===== src/rtl/ucdp_pkg.sv =====
package ucdp_pkg;

  localparam int SRC_W = 4;
  localparam int ALU_W = 4;
  localparam int SHF_W = 3;
  localparam int DST_W = 4;
  localparam int CMD_W = SRC_W + ALU_W + SHF_W + DST_W + 1;

  typedef struct packed {
    logic [SRC_W-1:0] src;
    logic [ALU_W-1:0] alu;
    logic [SHF_W-1:0] shf;
    logic [DST_W-1:0] dst;
    logic             spare;
  } cmd_t;

  typedef enum logic [ALU_W-1:0] {
    ALU_ZERO = 4'd0,
    ALU_PASS = 4'd1,
    ALU_ADD  = 4'd2,
    ALU_RSUB = 4'd3,
    ALU_SUB  = 4'd4,
    ALU_AND  = 4'd5,
    ALU_OR   = 4'd6,
    ALU_XOR  = 4'd7,
    ALU_ACC  = 4'd8,
    ALU_NOT  = 4'd9,
    ALU_INC  = 4'd10,
    ALU_DEC  = 4'd11
  } alu_op_e;

  typedef enum logic [SHF_W-1:0] {
    SH_SHL  = 3'd0,
    SH_SHR  = 3'd1,
    SH_ROL  = 3'd2,
    SH_ROR  = 3'd3,
    SH_ASR  = 3'd4,
    SH_PASS = 3'd7
  } shf_op_e;

endpackage


===== src/rtl/ucdp_regfile.sv =====
module ucdp_regfile #(
  parameter int DATA_W = 8,
  parameter int DEPTH  = 8
) (
  input  logic                     clk,
  input  logic                     rst,
  input  logic                     we,
  input  logic [$clog2(DEPTH)-1:0] waddr,
  input  logic [DATA_W-1:0]        wdata,
  input  logic [$clog2(DEPTH)-1:0] raddr,
  output logic [DATA_W-1:0]        rdata
);

  logic [DATA_W-1:0] mem [DEPTH];

  always_ff @(posedge clk) begin
    if (we) begin
      mem[waddr] <= wdata;
    end
  end

  assign rdata = mem[raddr];


  rf_write_chk: assert property (@(posedge clk) disable iff (rst)
    we |=> (mem[$past(waddr)] == $past(wdata)));

endmodule


===== src/rtl/ucdp_alu.sv =====
module ucdp_alu
  import ucdp_pkg::*;
#(
  parameter int DATA_W = 8
) (
  input  logic [ALU_W-1:0]  op,
  input  logic [DATA_W-1:0] acc,
  input  logic [DATA_W-1:0] opnd,
  output logic [DATA_W-1:0] y
);

  localparam logic [DATA_W-1:0] ONE = DATA_W'(1);

  always_comb begin
    case (op)
      ALU_ZERO: y = '0;
      ALU_PASS: y = opnd;
      ALU_ADD:  y = acc + opnd;
      ALU_RSUB: y = opnd - acc;
      ALU_SUB:  y = acc - opnd;
      ALU_AND:  y = acc & opnd;
      ALU_OR:   y = acc | opnd;
      ALU_XOR:  y = acc ^ opnd;
      ALU_ACC:  y = acc;
      ALU_NOT:  y = ~opnd;
      ALU_INC:  y = opnd + ONE;
      ALU_DEC:  y = opnd - ONE;
      default:  y = '0;
    endcase
  end

endmodule


===== src/rtl/ucdp_shift.sv =====
module ucdp_shift
  import ucdp_pkg::*;
#(
  parameter int DATA_W = 8
) (
  input  logic [SHF_W-1:0]  op,
  input  logic [DATA_W-1:0] a,
  output logic [DATA_W-1:0] y
);

  always_comb begin
    case (op)
      SH_SHL:  y = {a[DATA_W-2:0], 1'b0};
      SH_SHR:  y = {1'b0, a[DATA_W-1:1]};
      SH_ROL:  y = {a[DATA_W-2:0], a[DATA_W-1]};
      SH_ROR:  y = {a[0], a[DATA_W-1:1]};
      SH_ASR:  y = {a[DATA_W-1], a[DATA_W-1:1]};
      default: y = a;
    endcase
  end

endmodule


===== src/rtl/ucode_datapath.sv =====
module ucode_datapath
  import ucdp_pkg::*;
#(
  parameter int DATA_W   = 8,
  parameter int NUM_REGS = 8
) (
  input  logic              clk,
  input  logic              rst,
  input  logic [CMD_W-1:0]  cmd_i,
  input  logic [DATA_W-1:0] in_port_i,
  output logic [DATA_W-1:0] acc_o,
  output logic              zero_o,
  output logic              carry_o
);

  localparam int             RA_W    = $clog2(NUM_REGS);
  localparam logic [SRC_W-1:0] SRC_IN  = SRC_W'(NUM_REGS);
  localparam logic [DST_W-1:0] DST_ACC = DST_W'(NUM_REGS);

  cmd_t              cmd;
  logic [DATA_W-1:0] rf_rd;
  logic [DATA_W-1:0] sbus;
  logic [DATA_W-1:0] alu_y;
  logic [DATA_W-1:0] sh_y;
  logic [DATA_W-1:0] acc_q;
  logic              z_q;
  logic              c_q;
  logic              rf_we;
  logic              acc_we;
  logic              unused_spare;

  assign cmd          = cmd_t'(cmd_i);
  assign unused_spare = cmd.spare;

  // operand source selection
  always_comb begin
    if (cmd.src < SRC_IN) begin
      sbus = rf_rd;
    end else if (cmd.src == SRC_IN) begin
      sbus = in_port_i;
    end else begin
      sbus = '0;
    end
  end

  // destination decode
  assign rf_we  = !rst && (cmd.dst < DST_ACC);
  assign acc_we = (cmd.dst == DST_ACC);

  ucdp_regfile #(.DATA_W(DATA_W), .DEPTH(NUM_REGS)) u_rf (
    .clk   (clk),
    .rst   (rst),
    .we    (rf_we),
    .waddr (cmd.dst[RA_W-1:0]),
    .wdata (sh_y),
    .raddr (cmd.src[RA_W-1:0]),
    .rdata (rf_rd)
  );

  ucdp_alu #(.DATA_W(DATA_W)) u_alu (
    .op   (cmd.alu),
    .acc  (acc_q),
    .opnd (sbus),
    .y    (alu_y)
  );

  ucdp_shift #(.DATA_W(DATA_W)) u_shf (
    .op (cmd.shf),
    .a  (alu_y),
    .y  (sh_y)
  );

  always_ff @(posedge clk) begin
    if (rst) begin
      acc_q <= '0;
      z_q   <= 1'b0;
      c_q   <= 1'b0;
    end else begin
      if (acc_we) begin
        acc_q <= sh_y;
      end
      z_q <= ~|sh_y;
      c_q <= sh_y[DATA_W-1];
    end
  end

  assign acc_o   = acc_q;
  assign zero_o  = z_q;
  assign carry_o = c_q;


  reset_clear_chk: assert property (@(posedge clk)
    rst |=> (acc_q == '0 && !z_q && !c_q));


  idle_dst_chk: assert property (@(posedge clk) disable iff (rst)
    (cmd.dst != DST_ACC) |=> $stable(acc_q));


  acc_load_chk: assert property (@(posedge clk) disable iff (rst)
    (cmd.dst == DST_ACC) |=> (acc_q == $past(sh_y)));


  flag_excl_chk: assert property (@(posedge clk) disable iff (rst)
    z_q |-> !c_q);

endmodule


===== config.mk =====
export PLATFORM = sky130hd
export DESIGN_NAME = ucode_datapath
export DESIGN_NICKNAME = d
export VERILOG_FILES = /design/src/rtl/ucdp_pkg.sv /design/src/rtl/ucdp_regfile.sv /design/src/rtl/ucdp_alu.sv /design/src/rtl/ucdp_shift.sv /design/src/rtl/ucode_datapath.sv
export SDC_FILE = /design/constraint.sdc
export NUM_CORES = 1
export LEC_CHECK = 0
export ABC_AREA = 0
export BUFFER_PORTS_ARGS = -buffer_cell sky130_fd_sc_hd__buf_2
export CORE_ASPECT_RATIO = 0.5
export CORE_MARGIN = 1
export CORE_UTILIZATION = 30
export DETAILED_ROUTE_END_ITERATION = 6
export GPL_TIMING_DRIVEN = 0
export SLEW_MARGIN = 5
export SYNTH_ARGS = -nofsm -noshare
export SYNTH_HDL_FRONTEND = slang
export SYNTH_HIERARCHICAL = 1
export SYNTH_SLANG_ARGS = --single-unit

===== constraint.sdc =====
create_clock -name clk -period 4.27 [get_ports clk]
set_input_delay 0.2135 -clock clk [delete_from_list [all_inputs] [get_ports clk]]
set_output_delay 0.2135 -clock clk [all_outputs]
set_load 0.005 [all_outputs]

Word level (Yosys, flattened, before mapping). Memories as Yosys holds them, arrays and structs flattened. Cells that the tools add are included.

Order comparisons: 2. Equality and inequality tests: 17. Reduce and logical (&&, ||, !) cells: 5. Multiplexer cells: 6. $add $sub $neg: 5. Bitwise operators: 4.

Operator list (count): $pmux W8 S11 (1); $pmux W8 S5 (1); $eq A4 B4 Y1 const B (6); $eq A4 B3 Y1 const B (4); $mux W8 (2); $sub A8 B8 Y8 (2); $add A8 B1 Y8 const B (1); $add A8 B8 Y8 (1); $and A8 B8 Y8 (1); $eq A4 B2 Y1 const B (2); $lt A4 B4 Y1 const B (2); $not A8 Y8 (1); $or A8 B8 Y8 (1); $reduce_or A8 Y1 (1); $sub A8 B1 Y8 const B (1); $xor A8 B8 Y8 (1); $eq A3 B2 Y1 const B (2); $eq A4 B1 Y1 const B (1); $eq A3 B1 Y1 const B (1); $eq A3 B3 Y1 const B (1); $logic_not A3 Y1 (1); $logic_not A1 Y1 (2); $mux W1 (2); $logic_and A1 B1 Y1 (1).

Memories: 1. Memory bits (writable): 64. Flip-flop bits (word level): 10. Output and inout bits: 10.

Memories: u_rf.mem (depth 8, bits a word 8, rd ports 1, clocked after memory_dff 0, write ports 1, RTL line ucdp_regfile.sv:14) `logic [DATA_W-1:0] mem [DEPTH];`.

Depth between registers and ports, before layout. Gate-level depths: netlist (run 1).

Word-level depth: 8. Mapped depth: 19. Mapped depth without buffers: 18.

By module. The synthesis (run 1) kept the hierarchy.

Modules (own cells, without submodules): ucdp_regfile (cells an instance 106, sequential area each 1921.8 um2, area an instance 2531.2 um2, times used 1); ucdp_alu (cells an instance 246, sequential area each 0.0 um2, area an instance 1626.6 um2, times used 1); ucode_datapath (cells an instance 51, sequential area each 200.2 um2, area an instance 549.3 um2, times used 1); ucdp_shift (cells an instance 47, sequential area each 0.0 um2, area an instance 337.8 um2, times used 1).

Worst setup path before layout (run 1). No wires, ideal clock.

Kind: input port to flip-flop. Start: input cmd_i[14]. End: register z_q (netlist: zero_o). Required time: 4182 ps. Stages: 18. Arrival: 4393 ps. Buffers on the path: 2. Library setup time: 88 ps. Slack: -212 ps. Cells stage by stage: clkbuf_1 -> buf_2 -> mux4_2 -> mux2_2 -> a22o_1 -> ha_1 -> inv_1 -> fa_1 -> a21oi_1 -> o21ai_0 -> a21oi_1 -> mux2i_1 -> or4_1 -> mux2_2 -> a2bb2oi_1 -> o21ai_0 -> or4_4 -> nor4_4.

RTL lines: start, declared (RTL line ucode_datapath.sv:9) `input logic [CMD_W-1:0] cmd_i,`; $mem_v2 Z8 W8 (*); via rf_rd[0] (RTL line ucode_datapath.sv:21) `logic [DATA_W-1:0] rf_rd;`; $mux W8 (*) (RTL line ucode_datapath.sv:37) `if (cmd.src < SRC_IN) begin`; via sbus[0] (RTL line ucode_datapath.sv:22) `logic [DATA_W-1:0] sbus;`; $sub A8 B1 Y8, or another cell as far along (RTL line ucdp_alu.sv:27) `ALU_DEC: y = opnd - ONE;`; $pmux W8 S11 (*) (RTL line ucdp_alu.sv:15) `case (op)`; via alu_y[6] (RTL line ucode_datapath.sv:23) `logic [DATA_W-1:0] alu_y;`; $pmux W8 S5 (*) (RTL line ucdp_shift.sv:12) `case (op)`; via sh_y[5] (RTL line ucode_datapath.sv:24) `logic [DATA_W-1:0] sh_y;`; $reduce_or A8 Y1 (*) (RTL line ucode_datapath.sv:82) `z_q <= ~|sh_y;`; $logic_not A1 Y1 (*) (RTL line ucode_datapath.sv:82); end signal, assigned (RTL line ucode_datapath.sv:82); end, declared (RTL line ucode_datapath.sv:26) `logic z_q;`.

Mark *: on every way through the listed nets, which the timed path passes. The rest lies on a longest branch. A chain may end at the register's enable or synchronous reset.

Worst setup path in the final report (run 1).
Start: memory u_rf.mem[2][3]. End: register z_q (netlist: zero_o).

Word-level cells in the longest chain between the ends: 7.

Ends and longest elaborated chain (RTL line): start, declared (ucdp_regfile.sv:14); $mem_v2 Z8 W8 (*); via rf_rd[3] (ucode_datapath.sv:21); $mux W8 (*) (ucode_datapath.sv:37); via sbus[3] (ucode_datapath.sv:22); $sub A8 B1 Y8, or another cell as far along (ucdp_alu.sv:27); $pmux W8 S11 (*) (ucdp_alu.sv:15); via alu_y[7] (ucode_datapath.sv:23); $pmux W8 S5 (*) (ucdp_shift.sv:12); via sh_y[0] (ucode_datapath.sv:24); $reduce_or A8 Y1 (*) (ucode_datapath.sv:82); $logic_not A1 Y1 (*) (ucode_datapath.sv:82).

Marked as above.

==> results of run 1 <==
## per-stage QoR
step	TNS, ns	area [um^2]	setup WS (ns)	util [%]	instances
6_report	-0.0515	6240	-0.0515	38.1	740
5_1_grt	-0.140	6240	-0.140	38.1	740
4_1_cts	-0.0308	5950	-0.0308	36.3	729
3_5_place_dp	-32.13	5500	-1.02	33.5	709
3_3_place_gp	-29.70	5500	-0.997	33.5	709
2_1_floorplan	0	5050	0.00320	-	450
## critical path, delay by kind of cell, from the launching register on
family / cells / cell delay [ns]
buf+inv: 1 / 0.14
xor+xnor: 1 / 0.22
mux: 2 / 0.76
compound gates: 6 / 1.50
flops: 1 / 0.36
simple gates: 4 / 1.01
fa+ha+maj: 1 / 0.24
## area by class of cell
type | instances | share of cell area (%)
Multi-Input combinational cell | 324 | 48.0
Buffer | 22 | 2.51
Clock inverter | 5 | 0.742
Clock buffer | 10 | 3.67
Timing Repair Buffer | 48 | 4.49
Sequential cell | 74 | 34.1
Inverter | 30 | 1.93
Tap cell | 227 | 4.55
## power by group through the flow
stage / combinational [W] / sequential, W / clock, W
CTS: 0.000490 / 0.000836 / 0.000711
floorplan: 0.000320 / 0.000849 / 0
detailed placement: 0.000440 / 0.000852 / 0
finish: 0.000567 / 0.000837 / 0.000697
global route: 0.000612 / 0.000837 / 0.000742
global placement: 0.000434 / 0.000852 / 0
## repair_timing
action / CTS / global route
endpoints found under the setup margin: 56 / 20
setup buffers: 5 / 11
pin swaps: 12 / 21
endpoints found under the hold margin: 0 / 0
gates resized for setup: 35 / 45
## kinds of logic after synthesis
family,Yosys count,share of synthesized area (%)
AOI/OAI and AO/OA,99,13.2
adders and majority gates,33,8.48
buffers and inverters,52,5.18
muxes,45,14.4
xor gates and xnor gates,14,2.43
DFF,74,42.1
and+or+nand+nor,133,14.2
## worst paths after layout
check	startpoint	endpoint	depth (start not counted)
min	rst	carry_o$_SDFF_PP0_	2
max reg2reg	u_rf/mem[2][3]$_DFFE_PP_	zero_o$_SDFF_PP0_	15
min reg2reg	acc_o[0]$_SDFFE_PP0P_	acc_o[0]$_SDFFE_PP0P_	2
max	u_rf/mem[2][3]$_DFFE_PP_	zero_o$_SDFF_PP0_	15
## cells in the final DEF, fill, tap and decap left out, drive strengths merged, types with 4 or more instances in the layout
cell type,count
a21oi,32
nor2b,9
nor4,4
buf,65
dfxtp,10
a2bb2oi,11
o21ai,16
a31oi,4
o221ai,5
xnor2,10
mux2i,13
nor2,35
nor3,11
ha,31
clkinv,4
mux4,16
a22o,9
nand3,5
mux2,16
clkbuf,15
nand2b,22
o22ai,4
edfxtp,64
inv,30
nand2,28
xor2,4
## registers in the layout (all words and copies together), names as in the netlist
signal    cells
carry_o       1
u_rf/mem     64
zero_o        1
acc_o         8
## routing by layer
layer	track usage [%]	routed length [um]	vias up
met2	25.4	6210	82
li1	-	-	1819
met1	19.0	5790	1830
met5	0	0	-
met3	2.44	511	15
met4	4.68	187	0
==> out/results.txt, run 1 <==
The tools report the slack of the worst reg-to-reg path as -0.05 ns. The combinational share of power was 27.0%; the routed wirelength normalized by instance count was 17.2 um. The internal power contribution was 0.00153 W. Global routing used 14.8% of the available tracks.

The library cell occupying the most area in the post-synthesis netlist is sky130_fd_sc_hd__edfxtp_1. Buffers inserted to repair hold after CTS numbered 0. Register area share after synthesis: 42.1%. The run gives 33 as the placement row count. The maximum VDD drop came out at 0.175 mV. The count of final max-slew check failures came out at 0. The first-pass iteration count of the detailed router came out at 4. The worst setup path is captured at a flop. Yosys instantiated no cell more often than sky130_fd_sc_hd__edfxtp_1. The die covers 0.0174 mm^2. The area growth from synthesis to layout is 23.6%. Max-cap violations in this run came to 0. Post-synthesis async set-or-reset flop share: 0%.

The critical path goes through mux4_1 > mux2_2 > a22o_4 > inv_1 > ha_4 > nand2b_1 > a21oi_1 > nor3_2 > a21oi_2 > xor2_1 > o221ai_2 > a22o_1 > a221o_2 > or4_4 > nor4_4. The worst path uses 101% of the clock period. The switching power share of the total is 27.3%, and the residual antenna-violating net count after detailed routing is 0.

Path type of the worst min-delay path: primary input to flop. The tools report the combined area of the multi-input logic cells as 0.00300 mm^2. The mean post-synth cell area is 11.2 um^2, and the final setup violation count is 1. The final reports fail on negative setup slack. The filler cell count in the final layout was 1596. The storage element area was 0.00212 mm^2.

The most used flip-flop cell after synthesis is sky130_fd_sc_hd__edfxtp_1. The flow ran to the end, but the final reports show violations. The slew at the pin closest to its max-slew limit is 1.29 ns. Counting every instance in the synthesized netlist gives 450.

The tools report the worst-skew pair later-pin latency as 0.33 ns. The logs give 0 for the final antenna diode count and 0.00210 W for the final total power. Once the floorplan was initialized, standard cells occupied 30.8% of the core. CTS placed an instance of sky130_fd_sc_hd__clkbuf_16 at the clock tree root. The die outline height is 93.7 um. The run gives 0 as the hold violation total from the final report. The proportion of layout cells with a drive suffix above 1 is 29.4%. The post-synthesis cell type count was 59. The final-layout worst hold slack came out at 0.172 ns.

The final net count came out at 568. The number of flip-flops and latches in the synthesized netlist came out at 74. Detailed placement finished with a half-perimeter wire length of 9150 um. The run gives 3562 as the via count of the first global-routing pass. The tools report the number of antenna violations at the first check in global routing as 0. The H-tree was split into 3 levels. The number of nets in the synthesized netlist was 509. Critical path's slowest cell: sky130_fd_sc_hd__or4_4. The remaining global-route overflow was 0.

Setup repair after global routing could not meet its margin everywhere. By area the synthesized netlist is led by sky130_fd_sc_hd__edfxtp_1, sky130_fd_sc_hd__mux4_1, sky130_fd_sc_hd__ha_1, sky130_fd_sc_hd__dfxtp_1, sky130_fd_sc_hd__mux2_2. For the number of top-level design ports, the log shows 36. Counting flops with a built-in enable in the synthesized netlist gives 64. The first routing iteration left 238 violations. The largest single stage delay on the critical path is 0.53 ns.

Yosys printed 6 warnings. The total power density per cell area is 337 mW/mm^2, and the number of buffers created by CTS is 9. The commonest cells after synthesis are sky130_fd_sc_hd__edfxtp_1, sky130_fd_sc_hd__nor2_1, sky130_fd_sc_hd__a21oi_1, sky130_fd_sc_hd__ha_1, sky130_fd_sc_hd__inv_1.

Detailed routing inserted a total of 3746 vias. TritonCTS built the clock tree. Across the routed clock network, the largest skew measured is 0.00998 ns.

The normalized max-slew margin is 13.5%, and the share of the synthesized area in the top cell type is 38.1%. Counting along the longest clock path gives a buffer depth of 2. Entering global routing, the biggest net connects 12 pins. The worst setup path is launched from a flop. The combined area of all synthesized cells was 0.00504 mm^2. At the end of routability-driven placement, the weighted congestion stood at 0.938. Dividing the detail-routed via count by the number of cells gives 5.06. The die extent in x was 185 um; the remaining design rule violation count was 0. The total core area was 0.0164 mm^2; the highest attainable clock frequency was 0.231 GHz.

Wires add up to 12700 um. The clock drives 74 sinks. The part of the power in registers came out at 39.8%. In this run the static leakage power is 2.29 nW.

The quantity of I/O buffers inserted on ports came out at 32. The worst path in the final design needs a cycle of 4.32 ns, including I/O delays and setup. The setup path with the least slack is of type flop to flop. The first global-routing pass estimated 19500 um of wire. The worst endpoint data arrival time is 4.55 ns, and the critical path data required time is 4.50 ns.

The worst path setup slack after routing came out at -0.0515 ns. Along the worst path, the maximum fanout reaches 5. The clock-pin slew on the worst setup and hold paths was 0.06 ns. The analysis attributes to net switching a power of 0.000573 W.

The tools report the clock network fraction of design power as 33.2%.
Power figures use the tool's default switching activity.
==> run 2: changes to the inputs <==
--- a/config.mk
+++ b/config.mk
@@ -12,6 +12,7 @@
 export CORE_UTILIZATION = 30
 export DETAILED_ROUTE_END_ITERATION = 6
 export GPL_TIMING_DRIVEN = 0
+export PLACE_DENSITY = 0.54
 export SLEW_MARGIN = 5
 export SYNTH_ARGS = -nofsm -noshare
 export SYNTH_HDL_FRONTEND = slang
==> run 2 against run 1 <==
The flow still finishes with violations (negative setup slack). Sequential share of layout area up 0.15 points. Wire length up 3.8%. Clock power up 11%. Register-to-register slack about the same. Non-clock buffer count down 4. Critical path type unchanged. Critical endpoint unchanged. Largest cell class unchanged. Highest routed layer unchanged.
==> out/results.txt, run 2 (synthesized netlist as in run 1, its figures left out) <==
The tools report the final total negative setup slack as -0.0430 ns (+0.00846 ns). The final period utilization is 101% (-0.20 points). The run gives 6330 um (+1.9%) as the length of routed met2 wiring. For the initial DRC count, the log shows 287 (+21%). Walking the worst path, the cells encountered are mux4_2 > mux2_2 > a22o_4 > inv_4 > ha_4 > fa_2 > nor2b_1 > o21ai_1 > nand2b_1 > nand3_1 > nand3_1 > or4_4 > mux2_4 > a2bb2oi_2 > o21ai_4 > or4_4 > nor4_4.

The total placed instance area came out at 0.00550 mm^2 (unchanged). The run gives 4.50 ns (about the same) as the critical path data required time. The worst setup path is captured at a flop. Compared with the post-synthesis result, the final layout area differs by 23.2%. For the full die area, the log shows 0.0174 mm^2 (unchanged).

Setup repair after global routing could not meet its margin everywhere. The ratio of routed vias to standard cells works out to 5.04 (-0.40%). The total power density per cell area works out to 350 mW/mm^2 (+4.0%).

The clock tree root buffer cell was sky130_fd_sc_hd__clkbuf_16. Die outline height: 93.7 um (unchanged). The logs give 30.8% (unchanged) for the initial core utilization and 0 (unchanged) for the residual antenna-violating net count after detailed routing. Detailed placement HPWL: 9360 um (+2.4%).

The final reports fail on negative setup slack. The part of the power in registers came out at 38.4% (-1.4 points). The first-pass iteration count of the detailed router was 5 (+1); the maximum VDD drop was 0.237 mV (+36%). The run gives 13 (+1) as the pin count of the biggest net entering global routing. The library cells used most frequently in the layout, excluding fill and tap cells, are sky130_fd_sc_hd__edfxtp_1, sky130_fd_sc_hd__buf_2, sky130_fd_sc_hd__nor2_1. The tools report the maximum clock insertion buffer count as 2 (unchanged).

The net load switching power is 0.000591 W (+3.1%), and the final setup violation count is 1 (unchanged). Highest fanout seen on the critical path: 4 (-1). Slew at the pin closest to its max-slew limit: 1.26 ns (-0.0318 ns).

The worst path setup slack after routing is -0.0430 ns (+0.00846 ns). The critical setup path kind was flop to flop. Leaving out fill and tap cells, the most frequent cell in the layout is sky130_fd_sc_hd__edfxtp_1.

The total via count after detailed routing was 3711 (-0.93%). The total core area was 0.0164 mm^2 (unchanged). The path type of the worst min-delay path was primary input to flop. The number of flip-flops under the largest register name was 64 (unchanged); the routed wirelength normalized by instance count was 17.9 um (+4.4%). The die extent in x was 185 um (unchanged); the highest attainable clock frequency was 0.232 GHz (+0.20%). The proportion of layout cells with a drive suffix above 1 was 29.1% (-0.36 points); the filler cell count in the final layout was 1602 (+0.38%).

TritonCTS built the clock tree. The clock-pin slew on the worst setup and hold paths is 0.06 ns (about the same). The number of antenna violations at the first check in global routing was 0 (unchanged). The final wirelength was 13200 um (+3.8%); the number of cells on the worst hold path was 2 (unchanged).

The run gives 0 (unchanged) as the final antenna diode count. u_rf/mem holds more flip-flops than any other register. The run gives 2.28 nW (-0.66%) as the leakage dissipation. The tools report the remaining design rule violation count as 0 (unchanged). Routed length on met3: 463 um (-9.4%). The worst endpoint data arrival time is 4.54 ns (about the same), and the number of buffers created by CTS is 9 (unchanged). For the final instance area, the log shows 0.00621 mm^2 (-0.38%). Normalized max-slew margin: 15.7% (+2.1 points).

Total clock sinks: 74 (unchanged). Critical path's slowest cell: sky130_fd_sc_hd__or4_4. For the number of levels in the clock H-tree, the log shows 3 (unchanged). The worst reg-to-reg path cell count works out to 17 (+2). The wire length of the first global-routing pass is 20200 um (+3.6%), and the placement row count is 33 (unchanged). The clock network fraction of design power is 35.6% (+2.4 points).

Worst-skew pair later-pin latency: 0.32 ns (about the same). The tools report the count of final max-slew check failures as 0 (unchanged). The run gives 0.886 (-5.5%) as the weighted congestion at the end of routability-driven global placement. The tools report the remaining global-route overflow as 0 (unchanged). In this run the top signal layer used is met4. The combined area of the multi-input logic cells came out at 0.00297 mm^2 (-0.88%).

Internal power contribution: 0.00159 W (+3.9%). The tools report the combinational share of power as 25.9% (-1.1 points). The stage delay of the slowest cell on the critical path is 0.60 ns (+0.07 ns), and the via count of the first global-routing pass is 3588 (+0.73%). The run finished, with violations left. The tools report the combined global-route utilization of all metal layers as 15.5% (+0.78 points). The quantity of I/O buffers inserted on ports was 32 (unchanged). The total of max-cap violations came out at 0 (unchanged). The run gives 36 (unchanged) as the number of top-level design ports. The kind of start point of the critical path was a flop. The final clock skew is 0.00787 ns (-0.00210 ns), and the switching power share of the total is 27.1% (-0.15 points).

The run gives 0 (unchanged) as the hold violation total from the final report. The minimum clock period came out at 4.31 ns (-0.00846 ns). The storage element area was 0.00213 mm^2 (about the same). The sum of routed wire segments on met1 is 6250 um (+8.0%), and the final net count is 564 (-0.70%).
==> run 2: cell types whose count changed in the layout (fill, tap and decap cells not counted), sizes merged <==
cell | before | now
buf | 65 | 61
clkinv | 4 | 1
clkinvlp | 0 | 2
bufinv | 1 | 2
==> run 2: path summary, 6_finish.rpt <==
| path | slack (ns) | startpoint | to |
|---|---|---|---|
| max | -0.04 | u_rf/mem[4][0]$_DFFE_PP_ | zero_o$_SDFF_PP0_ |
| min | 0.18 | rst | carry_o$_SDFF_PP0_ |
| max reg2reg | -0.04 | u_rf/mem[4][0]$_DFFE_PP_ | zero_o$_SDFF_PP0_ |
| min reg2reg | 0.56 | acc_o[0]$_SDFFE_PP0P_ | acc_o[0]$_SDFFE_PP0P_ |
==> run 2: power by group through the flow <==
stage / clock network [W] / registers (W) / logic, W
floorplan: 0 / 0.000849 / 0.000320
global placement: 0 / 0.000852 / 0.000442
detailed placement: 0 / 0.000852 / 0.000445
CTS: 0.000789 / 0.000836 / 0.000518
global route: 0.000819 / 0.000837 / 0.000613
finish: 0.000776 / 0.000836 / 0.000565
==> run 2: per-layer routing <==
layer  GRT usage, %  vias up
met5              0        -
met1           20.7     1817
met3           1.71       11
met4           4.06        0
li1               -     1798
met2           26.9       85
==> run 2: layout make-up <==
| type | instances | share of cell area, % |
|---|---|---|
| plain buffers | 22 | 2.52 |
| clock buffers | 10 | 3.69 |
| clock inverters | 5 | 1.29 |
| inverters | 30 | 1.89 |
| multi-input cells | 324 | 47.8 |
| flip-flops and latches | 74 | 34.2 |
| well taps | 227 | 4.57 |
| repair buffers | 44 | 4.03 |
==> run 2: worst max-delay path: cells and delay by family, from the launching register on <==
kind / cells / cell delay (ns)
flops: 1 / 0.36
fa+ha+maj: 2 / 0.37
buf+inv: 1 / 0.08
compound gates: 4 / 0.68
mux: 3 / 1.07
simple gates: 7 / 1.66
==> run 2: per-stage QoR <==
stage	power (W)	instances	hold WS [ns]	utilization (%)	setup slack [ns]
after floorplan	0.00117	450	0.294	-	0.00320
after global placement	0.00129	709	0.516	33.5	-1.02
after detailed placement	0.00130	709	0.524	33.5	-1.12
after CTS	0.00214	733	0.175	37.1	-0.00576
after global routing	0.00227	736	0.196	37.9	-0.149
final	0.00218	736	0.180	37.9	-0.0430
==> run 2: what timing repair did <==
| item | CTS | global route |
|---|---|---|
| gates resized for setup | 54 | 21 |
| cloned | 0 | 0 |
| buffers inserted | 9 | 3 |
| endpoints found under the setup margin | 65 | 2 |
| hold buffers | 0 | 0 |
| endpoints found under the hold margin | 0 | 0 |
| pin swaps | 14 | 8 |
